File: src/rtl/allexch_pkg.sv
package allexch_pkg;

    typedef enum logic [0:0] {
        PH_LABEL = 1'b0,
        PH_SEND  = 1'b1
    } phase_e;

    // number of tag values needed to cover every stage-control setting
    function automatic int tag_count(input int stages);
        return 1 << stages;
    endfunction

endpackage

File: src/rtl/allexch_round_ctrl.sv
module allexch_round_ctrl
    import allexch_pkg::*;
#(
    parameter int STG = 3,
    parameter int RW  = 4
) (
    input  logic            clk,
    input  logic            rst,
    input  logic            start,
    output logic            busy,
    output phase_e          phase,
    output logic [RW-1:0]   round,
    output logic            done,
    output logic            inj_valid,
    output logic [STG-1:0]  inj_tag,
    output logic            cap_en,
    output logic [STG-1:0]  cap_tag,
    output logic            send_en
);
    localparam int NT = tag_count(STG);
    localparam int PL = NT + STG - 1;
    localparam logic [RW-1:0] LAST_R  = RW'(PL - 1);
    localparam logic [RW-1:0] NT_R    = RW'(NT);
    localparam logic [RW-1:0] DRAIN_R = RW'(STG - 1);

    always_ff @(posedge clk) begin
        if (rst) begin
            busy  <= 1'b0;
            phase <= PH_LABEL;
            round <= '0;
            done  <= 1'b0;
        end else begin
            done <= 1'b0;
            if (start) begin
                busy  <= 1'b1;
                phase <= PH_LABEL;
                round <= '0;
            end else if (busy) begin
                if (round == LAST_R) begin
                    round <= '0;
                    if (phase == PH_LABEL) begin
                        phase <= PH_SEND;
                    end else begin
                        busy <= 1'b0;
                        done <= 1'b1;
                    end
                end else begin
                    round <= round + 1'b1;
                end
            end
        end
    end

    always_comb begin
        inj_valid = busy && (round < NT_R);
        inj_tag   = round[STG-1:0];
        cap_en    = busy && (phase == PH_LABEL) && (round >= DRAIN_R);
        cap_tag   = STG'(round - DRAIN_R);
        send_en   = busy && (phase == PH_SEND) && (round < NT_R);
    end


    tag_step_chk: assert property (@(posedge clk) disable iff (rst)
        (inj_valid && !start && round != LAST_R) |=> (inj_tag == $past(inj_tag) + 1'b1));


    done_pulse_chk: assert property (@(posedge clk) disable iff (rst)
        done |=> !done);


    done_idle_chk: assert property (@(posedge clk) disable iff (rst)
        done |-> !busy);


    phase_flip_chk: assert property (@(posedge clk) disable iff (rst)
        (busy && !start && phase == PH_LABEL && round == LAST_R) |=> (phase == PH_SEND && round == '0));

endmodule

File: src/rtl/allexch_src_queue.sv
module allexch_src_queue #(
    parameter int N      = 6,
    parameter int SW     = 3,
    parameter int TW     = 3,
    parameter int SRC_ID = 0
) (
    input  logic            clk,
    input  logic            rst,
    input  logic            clear,
    input  logic            cap_en,
    input  logic [TW-1:0]   cap_tag,
    input  logic [N-1:0]    arr_valid,
    input  logic [N*SW-1:0] arr_src,
    input  logic            send_en,
    input  logic [TW-1:0]   send_tag,
    output logic            snd_valid,
    output logic [SW-1:0]   snd_dst
);
    localparam int PW = $clog2(N + 1);
    localparam logic [PW-1:0] FULL = PW'(N);

    logic [SW-1:0] q_dst [N];
    logic [TW-1:0] q_tag [N];
    logic [N-1:0]  seen;
    logic [PW-1:0] wr_ptr, rd_ptr;
    logic [N-1:0]  hits;
    logic          hit_any;
    logic [SW-1:0] hit_idx;
    logic          push, pop, nonempty;

    always_comb begin
        hit_any = 1'b0;
        hit_idx = '0;
        for (int t = 0; t < N; t++) begin
            hits[t] = arr_valid[t] && (arr_src[t*SW +: SW] == SW'(SRC_ID));
        end
        for (int t = N - 1; t >= 0; t--) begin
            if (hits[t]) begin
                hit_any = 1'b1;
                hit_idx = SW'(t);
            end
        end
    end

    always_comb begin
        push      = cap_en && hit_any && !seen[hit_idx] && (wr_ptr != FULL);
        nonempty  = rd_ptr < wr_ptr;
        snd_valid = send_en && nonempty && (q_tag[rd_ptr] == send_tag);
        snd_dst   = snd_valid ? q_dst[rd_ptr] : '0;
        pop       = snd_valid;
    end

    always_ff @(posedge clk) begin
        if (rst || clear) begin
            wr_ptr <= '0;
            rd_ptr <= '0;
            seen   <= '0;
        end else begin
            if (push) begin
                q_dst[wr_ptr]  <= hit_idx;
                q_tag[wr_ptr]  <= cap_tag;
                seen[hit_idx]  <= 1'b1;
                wr_ptr         <= wr_ptr + 1'b1;
            end
            if (pop) begin
                rd_ptr <= rd_ptr + 1'b1;
            end
        end
    end


    one_port_per_src_chk: assert property (@(posedge clk) disable iff (rst)
        $countones(hits) <= 1);


    queue_bound_chk: assert property (@(posedge clk) disable iff (rst)
        wr_ptr <= FULL);


    head_not_stale_chk: assert property (@(posedge clk) disable iff (rst)
        (send_en && nonempty) |-> (q_tag[rd_ptr] >= send_tag));


    no_push_in_send_chk: assert property (@(posedge clk) disable iff (rst)
        (!cap_en && !clear) |=> $stable(wr_ptr));

endmodule

File: src/rtl/allexch_sequencer.sv
module allexch_sequencer
    import allexch_pkg::*;
#(
    parameter int N   = 6,
    parameter int SW  = $clog2(N),
    parameter int STG = $clog2(N),
    parameter int RW  = $clog2(tag_count(STG) + STG)
) (
    input  logic            clk,
    input  logic            rst,
    input  logic            start,
    input  logic [N-1:0]    arr_valid,
    input  logic [N*SW-1:0] arr_src,
    output logic            inj_valid,
    output logic [STG-1:0]  inj_tag,
    output logic            phase_send,
    output logic [RW-1:0]   round_cnt,
    output logic            busy,
    output logic            done,
    output logic [N-1:0]    snd_valid,
    output logic [N*SW-1:0] snd_dst
);
    phase_e          phase;
    logic            cap_en, send_en;
    logic [STG-1:0]  cap_tag;

    allexch_round_ctrl #(.STG(STG), .RW(RW)) u_ctrl (
        .clk       (clk),
        .rst       (rst),
        .start     (start),
        .busy      (busy),
        .phase     (phase),
        .round     (round_cnt),
        .done      (done),
        .inj_valid (inj_valid),
        .inj_tag   (inj_tag),
        .cap_en    (cap_en),
        .cap_tag   (cap_tag),
        .send_en   (send_en)
    );

    assign phase_send = (phase == PH_SEND);

    for (genvar s = 0; s < N; s++) begin : g_src
        allexch_src_queue #(.N(N), .SW(SW), .TW(STG), .SRC_ID(s)) u_q (
            .clk       (clk),
            .rst       (rst),
            .clear     (start),
            .cap_en    (cap_en),
            .cap_tag   (cap_tag),
            .arr_valid (arr_valid),
            .arr_src   (arr_src),
            .send_en   (send_en),
            .send_tag  (inj_tag),
            .snd_valid (snd_valid[s]),
            .snd_dst   (snd_dst[s*SW +: SW])
        );
    end


    send_in_window_chk: assert property (@(posedge clk) disable iff (rst)
        (|snd_valid) |-> (busy && phase_send && inj_valid));

endmodule

File: config.mk
export PLATFORM = sky130hd
export DESIGN_NAME = allexch_sequencer
export DESIGN_NICKNAME = d
export VERILOG_FILES = /design/src/rtl/allexch_pkg.sv /design/src/rtl/allexch_round_ctrl.sv /design/src/rtl/allexch_src_queue.sv /design/src/rtl/allexch_sequencer.sv
export SDC_FILE = /design/constraint.sdc
export NUM_CORES = 1
export LEC_CHECK = 0
export BUFFER_PORTS_ARGS = -buffer_cell sky130_fd_sc_hd__buf_2
export CORE_ASPECT_RATIO = 1.2
export CORE_MARGIN = 2
export CORE_UTILIZATION = 60
export DETAILED_ROUTE_END_ITERATION = 10
export GPL_TIMING_DRIVEN = 0
export HOLD_SLACK_MARGIN = 0.15
export PLACE_DENSITY = 0.78
export SLEW_MARGIN = 20
export SYNTH_ARGS = -nofsm -noshare
export SYNTH_HDL_FRONTEND = slang
export SYNTH_SLANG_ARGS = --single-unit
File: constraint.sdc
create_clock -name clk -period 4.7 [get_ports clk]
set_clock_uncertainty 0.2 [all_clocks]
set_input_delay 0.705 -clock clk [delete_from_list [all_inputs] [get_ports clk]]
set_output_delay 0.705 -clock clk [all_outputs]
set_load 0.01 [all_outputs]
==> impl_results.md, run 1 <==
- Status: finished clean
- Port Buffer Count: 59
- Post-Synthesis Cell Area: between 0.01 and 0.015 mm2
- Inst Count DP: around 1500
- Transition time at the pin with the least slew margin: 1100 ps
- Maximum fanout encountered on the critical timing path: 39
- MaxCap Viol Count: 0
- Final Slew Violations: 0
- Number of cells in the finished layout apart from fillers: 1510
- Drt via density: ~6.0
- Clock network fraction of total power: around two fifths
- Area of the core region: 0.0231 mm2
- Synth Flop Type: sky130_fd_sc_hd__edfxtp_1
- Capturing element type of the critical path: output port
- Int Pwr: 4.19 mW
- Peak Freq: around 240 MHz
- Largest net degree at the start of global routing: 40
- Sequential Power Share: 55.5%
- TritonCTS clock tree: built
- Net count after synthesis: around 1100
- Synth Register Bits: 313
- Maximum resistive drop on vdd: between 0.2 and 0.3 mV
- Standard cell area after detailed placement: 0.0149 mm2
- Latest clock arrival within the worst-skew pair: between 500 and 600 ps
- Hold crit path type: primary input to register
- Switch Pwr: 1.10 mW
- Number of enable flip-flop cells after synthesis: 216
- Horizontal extent of the die: between 100 and 150 um
- Share of the yosys chip area belonging to registers: 59.7%
- PnR worst setup slack: approximately 450 ps
- Gate count of the mapped netlist: 1079
- Setup TNS: 0 ps
- Avg WL per Cell: 19.7 um
- Hold Fails Final Rpt: 0
- Hold Crit Depth: 3
- Antenna diode instance count: 0
- Setup slack of the most critical reg-to-reg path: 740 ps
- Time the worst path needs with I/O delays and setup: between 4000 and 5000 ps
- Number of cells on the worst reg-to-reg path: 7
- Most frequent cells in the layout: sky130_fd_sc_hd__edfxtp_1 (216), sky130_fd_sc_hd__dfxtp_1 (96), sky130_fd_sc_hd__nor2_1 (91)
- Leak: about 5.4 nW
- Min-delay src: start
- Final GP Congestion: 0.915
- Startpoint Class: register
- Drt pass-1 iters: 5
- Starting density of the core: 61.0%
- Count of yosys warnings during synthesis: 0
- Post-synth ARST share: 0%
- Number of H-tree branching levels: 1
- Most frequent standard cell in the layout excluding fill and tap cells: sky130_fd_sc_hd__edfxtp_1
- Clock net sink count: 313
- Hpwl dp: just over 20000 um
- Endpoint with the worst hold slack: u_ctrl.busy$_SDFF_PP0_
- Vias in the first global route: 8678
- Final worst-path cycle share: 90.5%
- RSZ-0062 raised after global routing: no
- Utilization of the core after routing: 68.4%
- Capture point of the worst reg-to-reg path: g_src[5].u_q.q_tag[2][2]$_DFFE_PP_
- Cell chosen for the clock root: sky130_fd_sc_hd__clkbuf_16
- Post-Syn Area per Cell: 13.1 um2
- Share of total power in combinational logic: 3.4%
- Total global-route track usage: 24.5%
- Layout overhead on the synthesized area: 12.1%
- Worst setup path category: register to output port
- DRC viols: 0
- Final non-filler cell area: between 0.015 and 0.02 mm2
- Worst endpoint data arrival time: around 3400 ps
- Antenna violations before repair: 0
- Via Count: 9131
- Vertical die dimension: between 150 and 200 um
- Fraction of final layout cells sized beyond drive strength 1: 18.2%
- Number of primary I/O pins: 62
- 1st-iter DRT viols: 602
- Total Die Area: approximately 0.025 mm2
- Total gr overflow: 0
- Remaining number of nets flagged by the antenna check after routing: 0
- Proportion of total power due to net switching: 20.9%
- Number of different library cells in the post-synthesis netlist: 74
- Floorplan row count: 61
- Areal power density over the cells: approximately 330 mW/mm2
- Global-route wire length before repair: roughly 46000 um
- Detailed Route WL: between 20000 and 30000 um
- Relative slew margins: 26.7%
- Reg clk slew, reported paths: 60 ps
- Number of CTS-inserted buffers: 29
- Required time at the endpoint of the critical path: roughly 3800 ps
- Reg2reg start: u_ctrl.round[2]$_SDFFE_PP0P_
- Setup slack after placement: 660 ps
- Post-CTS sizing: 0
- Buffers inserted by post-CTS timing repair: 0
- Total number of nets in the final design: about 1200
- Max clock buf depth: 3
- Endpoints failing setup: 0
[cell usage after synthesis (all sizes together), types with 19 or more instances]
library cell  instances  area [um2]
o21ai                39         199
a211oi               31         243
nor4                 20         138
inv                  43         161
xnor2                27         236
mux2i                43         430
nor3                 19        95.1
buf                  31         216
clkbuf               21        78.8
nand2                58         218
dfxtp                97        1940
nand3                21         105
nor2                 91         342
mux4                 36         811
edfxtp              216        6490
a21oi                44         224
ha                   31         388
[state kept, by name, indices dropped and copies added, names as in the netlist, named ones only]
register and flops:
u_ctrl.phase 1, g_src.u_q.wr_ptr 18, g_src.u_q.rd_ptr 18, g_src.u_q.q_tag 108, u_ctrl.busy 1, g_src.u_q.seen 36, u_ctrl.round 4, u_ctrl.done 1
g_src.u_q.q_dst 108
[metrics by stage]
stage | hold slack [ps] | power, mW
after floorplan | 217 | 3.10
after global routing | 244 | 5.44
after detailed placement | 239 | 3.18
after CTS | 203 | 5.32
final | 220 | 5.30
after global placement | 235 | 3.17
[metal layers]
layer / up-vias / part of all wire [%] / track usage (%)
met2: 292 / 49 / 40.9
met4: 0 / 2.6 / 7.72
met5: - / 0 / 0
li1: 4314 / - / -
met3: 55 / 6.1 / 2.96
met1: 4470 / 43 / 33.8
[cell families after synthesis]
family | synth area share (%)
fa+ha+maj | 2.75
mux | 9.43
flops | 59.7
xor+xnor | 2.42
simple gates | 14.6
compound gates | 7.81
buf+inv | 3.24
[cell type report]
type	count	area (um2)
Fill cell	1645	7310
Clock buffer	36	762
Clock inverter	17	118
Timing Repair Buffer	63	328
Buffer	52	295
Sequential cell	313	8430
Inverter	43	161
Multi-Input combinational cell	671	5330
Tap cell	315	394
[power groups by stage]
| stage | Combinational [mW] | Clock, mW | Sequential, mW |
|---|---|---|---|
| 6_report | 0.182 | 2.18 | 2.94 |
| 4_1_cts | 0.178 | 2.20 | 2.94 |
| 2_1_floorplan | 0.104 | 0 | 3.00 |
| 3_3_place_gp | 0.172 | 0 | 3.00 |
| 3_5_place_dp | 0.177 | 0 | 3.00 |
| 5_1_grt | 0.196 | 2.31 | 2.94 |
[worst max path at each step]
stage,slack (ps),cells past startpoint,end,start
global placement,480,8,g_src[4].u_q.q_tag[1][1]$_DFFE_PP_,arr_src[0]
floorplan,1280,8,g_src[2].u_q.q_dst[0][0]$_DFFE_PP_,arr_src[0]
detailed placement,660,8,g_src[5].u_q.q_dst[2][0]$_DFFE_PP_,arr_src[8]
finish,450,7,snd_dst[5],u_ctrl.round[0]$_SDFFE_PP0P_
CTS,450,7,snd_dst[11],u_ctrl.round[0]$_SDFFE_PP0P_
global route,210,7,snd_dst[4],u_ctrl.round[0]$_SDFFE_PP0P_
[worst max-delay path, stage by stage (launching register included)]
cell and delay [ps]:
sky130_fd_sc_hd__dfxtp_2 810, sky130_fd_sc_hd__clkbuf_1 510, sky130_fd_sc_hd__buf_2 450, sky130_fd_sc_hd__xnor2_1 120
sky130_fd_sc_hd__o21ai_0 210, sky130_fd_sc_hd__nand4_2 260, sky130_fd_sc_hd__a211oi_1 270, sky130_fd_sc_hd__buf_2 170
[timing repair]
| item | in CTS | in global routing |
|---|---|---|
| endpoints found under the setup margin | 0 | 0 |
| hold buffers | 1 | 0 |
| endpoints found under the hold margin | 1 | 0 |
Power figures use the tool's default switching activity.
==> run 2: changes to the inputs <==
- CORE_MARGIN: 2 -> not set
==> run 2 against run 1 <==
The run now ends with DRC left; first-iteration DRC count shrank 4.7%; die area shrank 2.5%; register-to-register slack lost 130 ps; largest power group unchanged; highest routed layer unchanged.
==> impl_results.md, run 2 (synthesized netlist as in run 1, its figures left out) <==
- Total Die Area: 0.0241 mm2
- Port Buffer Count: 59
- Hold Fails Final Rpt: 0
- Final worst-path cycle share: 90.8%
- Capturing element type of the critical path: output port
- Hold crit path type: primary input to register
- Sequential cell area: between 0.008 and 0.009 mm2
- TritonCTS clock tree: built
- Endpoints failing setup: 0
- Horizontal extent of the die: 142 um
- Area of the core region: 0.0231 mm2
- DRC viols: 2
- Number of cells on the worst reg-to-reg path: 7
- Hpwl dp: 20300 um
- Number of CTS-inserted buffers: 30
- Leak: 5.45 nW
- Global-route wire length before repair: 46200 um
- Largest net degree at the start of global routing: 40
- Maximum resistive drop on vdd: 0.327 mV
- Maximum fanout encountered on the critical timing path: 39
- Area used by multi-input combinational logic: between 0.005 and 0.006 mm2
- Antenna diode instance count: 0
- Most frequent cells in the layout: sky130_fd_sc_hd__edfxtp_1 (216), sky130_fd_sc_hd__dfxtp_1 (96), sky130_fd_sc_hd__nor2_1 (91)
- Most frequent standard cell in the layout excluding fill and tap cells: sky130_fd_sc_hd__edfxtp_1
- Utilization of the core after routing: between 60 and 70%
- Fraction of final layout cells sized beyond drive strength 1: 18.3%
- Peak Freq: approximately 230 MHz
- Startpoint Class: register
- Final Slew Violations: 0
- Drt via density: 6.11
- Violated checks: DRC
- Hold Crit Depth: 3
- Via Count: 9238
- Vertical die dimension: 170 um
- Reg clk slew, reported paths: 60 ps
- Total gr overflow: 0
- Required time at the endpoint of the critical path: 3800 ps
- RSZ-0062 raised after global routing: no
- Layout overhead on the synthesized area: 12.8%
- Total global-route track usage: 24.8%
- Final GP Congestion: between 0.9 and 1
- Clock net sink count: 313
- Avg WL per Cell: 19.6 um
- Antenna violations before repair: 0
- Relative slew margins: 21.0%
- Vias in the first global route: 8845
- Detailed Route WL: 29700 um
- Starting density of the core: between 60 and 70%
- Max clock buf depth: 3
- Setup TNS: 0 ps
- Remaining number of nets flagged by the antenna check after routing: 0
- Latest clock arrival within the worst-skew pair: ~550 ps
- Buffers inserted by post-CTS timing repair: 0
- Floorplan row count: 61
- Drt pass-1 iters: 8
- Areal power density over the cells: 346 mW/mm2
- Worst endpoint data arrival time: 3360 ps
- Number of primary I/O pins: 62
- Largest registers in the final layout: g_src.u_q.q_dst (108), g_src.u_q.q_tag (108), g_src.u_q.seen (36)
- Cell chosen for the clock root: sky130_fd_sc_hd__clkbuf_16
- Fill cell instance count of the final layout: 1656
- Status: finished, violations left
- Number of H-tree branching levels: 1
- Total number of nets in the final design: 1232
- Time the worst path needs with I/O delays and setup: about 4300 ps
- MaxCap Viol Count: 0
- 1st-iter DRT viols: 574
- Worst setup path category: register to output port
- Transition time at the pin with the least slew margin: 1180 ps
run 2: report_power, final:
| part | switching, mW | total, mW | internal [mW] | leakage, nW |
|---|---|---|---|---|
| combinational | 0.128 | 0.183 | 0.0552 | 2.30 |
| clock | 0.990 | 2.39 | 1.40 | 0.482 |
| sequential | 0.00526 | 2.94 | 2.93 | 2.67 |
| total | 1.12 | 5.51 | 4.39 | 5.45 |
run 2: critical path, stage by stage, from the launching register on:
cell and delay (ps):
sky130_fd_sc_hd__dfxtp_2 810, sky130_fd_sc_hd__clkbuf_1 520, sky130_fd_sc_hd__buf_2 440, sky130_fd_sc_hd__xnor2_1 120
sky130_fd_sc_hd__o21ai_0 220, sky130_fd_sc_hd__nand4_2 280, sky130_fd_sc_hd__a211oi_1 270, sky130_fd_sc_hd__buf_2 170
run 2: stage by stage:
stage / worst slack [ps] / hold slack (ps) / power, mW / cell area [um2] / cells
floorplan: 1280 / 217 / 3.10 / 14100 / 1079
global placement: 445 / 234 / 3.17 / 14800 / 1453
detailed placement: 650 / 244 / 3.18 / 14900 / 1456
CTS: 375 / 198 / 5.53 / 15900 / 1513
global route: 232 / 229 / 5.66 / 15900 / 1513
finish: 431 / 221 / 5.51 / 15900 / 1513
run 2: routing by layer:
layer | vias up | global-route usage, % | part of all wire [%]
met5 | - | 0 | 0
met4 | 0 | 7.67 | 2.4
met3 | 51 | 3.35 | 6.0
met2 | 292 | 41.8 | 49
met1 | 4582 | 33.5 | 43
li1 | 4313 | - | -
run 2: path summary, 6_finish.rpt:
path,end,slack [ps],startpoint
worst max-delay path,snd_dst[11],430,u_ctrl.round[0]$_SDFFE_PP0P_
worst min-delay path,u_ctrl.busy$_SDFF_PP0_,220,start
worst max register to register,g_src[5].u_q.q_tag[3][0]$_DFFE_PP_,610,u_ctrl.round[2]$_SDFFE_PP0P_
worst min register to register,g_src[5].u_q.seen[4]$_SDFFE_PP0P_,260,g_src[5].u_q.seen[4]$_SDFFE_PP0P_
run 2: layout make-up:
type | count | share of cell area [%]
buffer | 52 | 1.85
multi-input combinational | 671 | 33.5
tap | 315 | 2.48
clock buffer | 38 | 5.16
timing repair buffer | 63 | 2.04
clock inverter | 18 | 1.04
sequential | 313 | 52.9
inverter | 43 | 1.01
run 2: what timing repair did:
| action | in CTS | in global routing |
|---|---|---|
| hold buffers | 1 | 0 |
| resized for setup | 0 | 0 |
| hold endpoints to repair | 1 | 0 |
